===== config.mk =====
export PLATFORM = sky130hd
export DESIGN_NAME = host_reg_firewall
export DESIGN_NICKNAME = d
export VERILOG_FILES = /design/src/rtl/host_reg_firewall.sv
export SDC_FILE = /design/constraint.sdc
export NUM_CORES = 1
export LEC_CHECK = 0
export BUFFER_PORTS_ARGS = -buffer_cell sky130_fd_sc_hd__buf_4
export CELL_PAD_IN_SITES_DETAIL_PLACEMENT = 2
export CELL_PAD_IN_SITES_GLOBAL_PLACEMENT = 2
export CORE_ASPECT_RATIO = 0.9
export CORE_MARGIN = 2
export CORE_UTILIZATION = 10
export DETAILED_ROUTE_END_ITERATION = 8
export PLACE_DENSITY_LB_ADDON = 0.12
export SYNTH_ARGS = -nofsm -noshare
export SYNTH_HDL_FRONTEND = slang
export SYNTH_SLANG_ARGS = --single-unit

===== constraint.sdc =====
create_clock -name clk -period 2.4 [get_ports clk]
set_input_delay 0.24 -clock clk [delete_from_list [all_inputs] [get_ports clk]]
set_output_delay 0.24 -clock clk [all_outputs]
set_load 0.01 [all_outputs]

===== src/rtl/host_reg_firewall.sv =====
module host_reg_firewall #(
  parameter int AW = 8,
  parameter int DW = 32,
  parameter logic [AW-1:0] GEN_LO  = 'h00,
  parameter logic [AW-1:0] GEN_HI  = 'h3F,
  parameter logic [AW-1:0] PROT_LO = 'h40,
  parameter logic [AW-1:0] PROT_HI = 'h5F,
  parameter logic [AW-1:0] RO_LO   = 'h60,
  parameter logic [AW-1:0] RO_HI   = 'h7F
) (
  input  logic          clk,
  input  logic          rst_n,
  input  logic          safe_mode,
  input  logic          host_req,
  input  logic          host_we,
  input  logic [AW-1:0] host_addr,
  input  logic [DW-1:0] host_wdata,
  output logic [DW-1:0] host_rdata,
  output logic          host_err,
  output logic          rf_req,
  output logic          rf_we,
  output logic [AW-1:0] rf_addr,
  output logic [DW-1:0] rf_wdata,
  input  logic [DW-1:0] rf_rdata,
  input  logic          mgmt_lock_we,
  input  logic          mgmt_lock_val,
  input  logic          viol_clr,
  output logic          lock_q,
  output logic          viol_q
);

  logic in_gen, in_prot, in_ro, lock_eff, rd_ok, wr_ok, permit, bad_wr;

  assign in_gen  = (host_addr >= GEN_LO)  && (host_addr <= GEN_HI);
  assign in_prot = !in_gen && (host_addr >= PROT_LO) && (host_addr <= PROT_HI);
  assign in_ro   = !in_gen && !in_prot && (host_addr >= RO_LO) && (host_addr <= RO_HI);

  assign lock_eff = mgmt_lock_we ? mgmt_lock_val : lock_q;

  assign rd_ok  = in_gen || in_prot || in_ro;
  assign wr_ok  = in_gen || (in_prot && (safe_mode || !lock_eff));
  assign permit = host_we ? wr_ok : rd_ok;
  assign bad_wr = host_req && host_we && !wr_ok;

  assign rf_req     = host_req && permit;
  assign rf_we      = rf_req && host_we;
  assign rf_addr    = host_addr;
  assign rf_wdata   = host_wdata;
  assign host_err   = host_req && !permit;
  assign host_rdata = (rf_req && !host_we) ? rf_rdata : '0;

  always_ff @(posedge clk or negedge rst_n) begin
    if (!rst_n) begin
      lock_q <= 1'b0;
      viol_q <= 1'b0;
    end else begin
      lock_q <= lock_eff;
      viol_q <= bad_wr || (viol_q && !viol_clr);
    end
  end

endmodule



==> results.md <==
| Step | Result | This run |
|---|---|---|
| run status | Result of the run | finished, final reports clean |
| final layout | Final cell count without fillers | 226 |
| yosys | Primary flip-flop cell chosen by synthesis mapping | sky130_fd_sc_hd__dfrtp_1 |
| yosys | Number of enable-type register cells in the synthesized netlist | 0 |
| setup path | Depth of the worst register-to-register path | 3 |
| power and ir drop | Power share of the sequential group | 12.9% |
| clocking | H-tree levels | 1 |
| yosys | Fraction of registers with async set or reset after synthesis | 100% |
| global route | Largest net degree at the start of global routing | 33 |
| drt | Remaining routing DRC violations | 0 |
| yosys | Synthesized instance count | 92 |
| clocking | Clock Path Buffers | 2 |
| clocking | Clock transition at the registers of the reported paths | 0.03 ns |
| place | Cell Count Post-Placement | 222 |
| place | Detailed placement HPWL | 2.47 mm |
| sta | Final cycle utilization of the critical path | 68.2% |
| min path | Worst Hold Launch | mgmt_lock_val |
| floorplan | Core Region | 0.00648 mm^2 |
| setup path | FF-to-FF setup slack | 1.20 ns |
| global route | Overall track demand over capacity in global routing | 6.89% |
| final layout | Ant. Diodes | 0 |
| yosys | Part of the Yosys area used for sequential elements | 7.58% |
| yosys | Number of warnings reported in the yosys synthesis log | 0 |
| final layout | Number of fill cells | 771 |
| drt | First drt pass iteration count | 2 |
| yosys | Cell with the most instances after synthesis | sky130_fd_sc_hd__buf_4 |
| final layout | Final #Nets | 218 |
| clocking | Post-cts gate resize count | 0 |
| place | Placer congestion estimate | 0.654 |
| yosys | Yosys cell types | 17 |
| final layout | Area overhead of the layout relative to synthesis | 71.4% |
| clocking | Number of buffers inserted during clock tree synthesis | 3 |
| drt | Residual antenna-violating net count after detailed routing | 0 |
| setup path | Start-to-end type of the worst setup path | reg2out |
| drt | Wirelength per Cell | 12.3 um |
| clocking | Clock root buffer | sky130_fd_sc_hd__clkbuf_8 |
| yosys | Post-Synthesis Net Count | 172 |
| sta | RSZ-0062 raised after global routing | no |
| drt | Via density per instance | 3.13 |
| sta | Timing-limited maximum frequency | 611 MHz |
| sta | Aggregate negative setup slack | 0 ns |
| flow run | Number of violations of the max-capacitance limit | 0 |
| sta | Hold Fails Final Rpt | 0 |
| drt | Routed wire length | 2.78 mm |
| setup path | Reg-to-reg endpoint | viol_q |
| power and ir drop | Power Internal | 230 uW |
| place | Port-buffer cells | 82 |
| power and ir drop | Relative contribution of the clock network to total power | 42.4% |
| min path | Cell depth of the worst min-delay path | 2 |
| final layout | Share of final-layout standard cells stronger than drive strength 1 | 64.0% |
| floorplan | Die span in x | 89.7 um |
| final layout | Sequential cell area | 50.0 um^2 |
| place | Placed Area | 0.00108 mm^2 |
| clocking | Clock tree from TritonCTS | yes |
| global route | Vias in the first global route | 745 |
| clocking | Clock sink count | 2 |
| clocking | Setup Fix Bufs, Post-CTS | 0 |
| setup path | Critical-path maximum fanout | 3 |
| floorplan | Floorplan die area | 0.00727 mm^2 |
| drt | Routed vias | 707 |
| floorplan | Initial Utilization | 10.2% |
| power and ir drop | Peak VDD IR | 0.107 mV |
| sta | Worst slew margin relative to its limit | 83.9% |
| global route | Grt ovf | 0 |
| power and ir drop | Net Switching | 74.9 uW |
| yosys | Number of synthesized register bits | 2 |
| final layout | Final standard cell area without fillers | 0.00113 mm^2 |
| final layout | Core utilization of the finished layout | 17.5% |
| min path | Endpoint of the worst hold path | lock_q |
| power and ir drop | Combinational power share | 44.7% |
| setup path | Start point of the critical path | lock_q |
| sta | Final setup violation count | 0 |
| yosys | Ranking of synthesized cells by instance count | 40 x sky130_fd_sc_hd__buf_4, 32 x sky130_fd_sc_hd__and2_1, 3 x sky130_fd_sc_hd__clkbuf_2 |
| global route | Wire length of the first global-routing pass | 3.85 mm |
| sta | Slew of the pin with the lowest slew margin | 0.242 ns |
| sta | Final worst clock skew | 0.00127 ns |
| global route | Number of antenna violations at the first check in global routing | 0 |
| min path | Class of the tightest hold or removal check | in2reg |
| yosys | Share of Yosys cell area claimed by the top area cell type | 45.5% |
| yosys | Largest area contributor in the netlist | sky130_fd_sc_hd__buf_4 |
| floorplan | Count of pins on the block boundary | 157 |
| power and ir drop | Power density normalized to cell area | 270 mW/mm^2 |
| final layout | Multi-input gate area | 288 um^2 |
| yosys | Syn Area/Cell | 7.18 um^2 |
| power and ir drop | Leakage power | 0.602 nW |
| drt | Number of design-rule violations left by the first detailed-router iteration | 6 |
| yosys | Main area contributors after synthesis | sky130_fd_sc_hd__buf_4 45%, sky130_fd_sc_hd__and2_1 30%, sky130_fd_sc_hd__dfrtp_1 7.6% |
| yosys | Post-synth design cell area | 661 um^2 |
| setup path | Crit path DAT | 1.40 ns |
| power and ir drop | Switching share of power | 24.5% |
| setup path | Crit Reg-Reg Startpoint | lock_q |
| floorplan | Cell row count | 28 |
| clocking | Clock insertion delay at the later pin of the skew report | 0.21 ns |
| floorplan | Overall die height | 81.1 um |
| sta | Final-report max-slew violation count | 0 |
| setup path | Sort of element at the end of the critical path | output pin |
| setup path | Type of origin of the critical path | flop |
| sta | Final worst path period need | 1.64 ns |
| setup path | Endpoint required time on the critical path | 2.16 ns |
layer usage:
metal  global-route usage (%)  part of all wire, %
met1                     7.43                   33
met2                     12.6                   56
met3                     2.24                   10
met4                     2.24                 0.97
met5                        0                    0
timing repair:
action                                  4_1_cts  5_1_grt
endpoints found under the hold margin         2        0
endpoints found under the setup margin        0        0
hold buffers                                  1        0
critical path, stage by stage (launching register included):
cell and delay (ns):
sky130_fd_sc_hd__dfrtp_1 0.36, sky130_fd_sc_hd__mux2_4 0.29, sky130_fd_sc_hd__a22o_1 0.22, sky130_fd_sc_hd__a21oi_1 0.17, sky130_fd_sc_hd__buf_4 0.15
placed cells by master (no fill, tap or decap), types with 2 or more instances in the layout:
master,Yosys,routed
sky130_fd_sc_hd__dfrtp_1,2,2
sky130_fd_sc_hd__buf_4,40,83
sky130_fd_sc_hd__inv_1,2,2
sky130_fd_sc_hd__nand3_1,2,2
sky130_fd_sc_hd__clkbuf_8,0,3
sky130_fd_sc_hd__and2_1,32,32
layout make-up:
cell class                 count  area share, %
timing repair buffer          84           55.9
tap                           90           9.94
clock buffer                   3           3.65
inverter                       2          0.663
sequential                     2           4.42
multi-input combinational     45           25.4
through the flow:
stage	total power [mW]	hold WS, ns	setup slack [ns]
after floorplan	0.147	-0.0556	1.02
after global placement	0.177	0.0248	0.962
after detailed placement	0.179	0.0265	0.940
after CTS	0.314	0.294	0.741
after global routing	0.328	0.305	0.683
final	0.305	0.295	0.764
how the worst max path moves through the flow:
stage	to
floorplan	rf_we
global placement	rf_we
detailed placement	host_rdata[16]
CTS	rf_req
global route	rf_we
finish	rf_req
kinds of logic after synthesis:
logic type,synth area share [%]
simple gates,35.0
flops,7.58
compound gates,6.25
mux,2.27
buf+inv,48.9
power by group through the flow:
| stage | registers (mW) | logic [mW] | clock network [mW] |
|---|---|---|---|
| global placement | 0.0400 | 0.137 | 0 |
| finish | 0.0395 | 0.136 | 0.129 |
| global route | 0.0404 | 0.151 | 0.137 |
| detailed placement | 0.0400 | 0.139 | 0 |
| floorplan | 0.0416 | 0.105 | 0 |
| CTS | 0.0397 | 0.140 | 0.134 |
flip-flops by register name, indices dropped and copies added (netlist names):
register and cells:
viol_q 1, lock_q 1
Power figures use the tool's default switching activity.
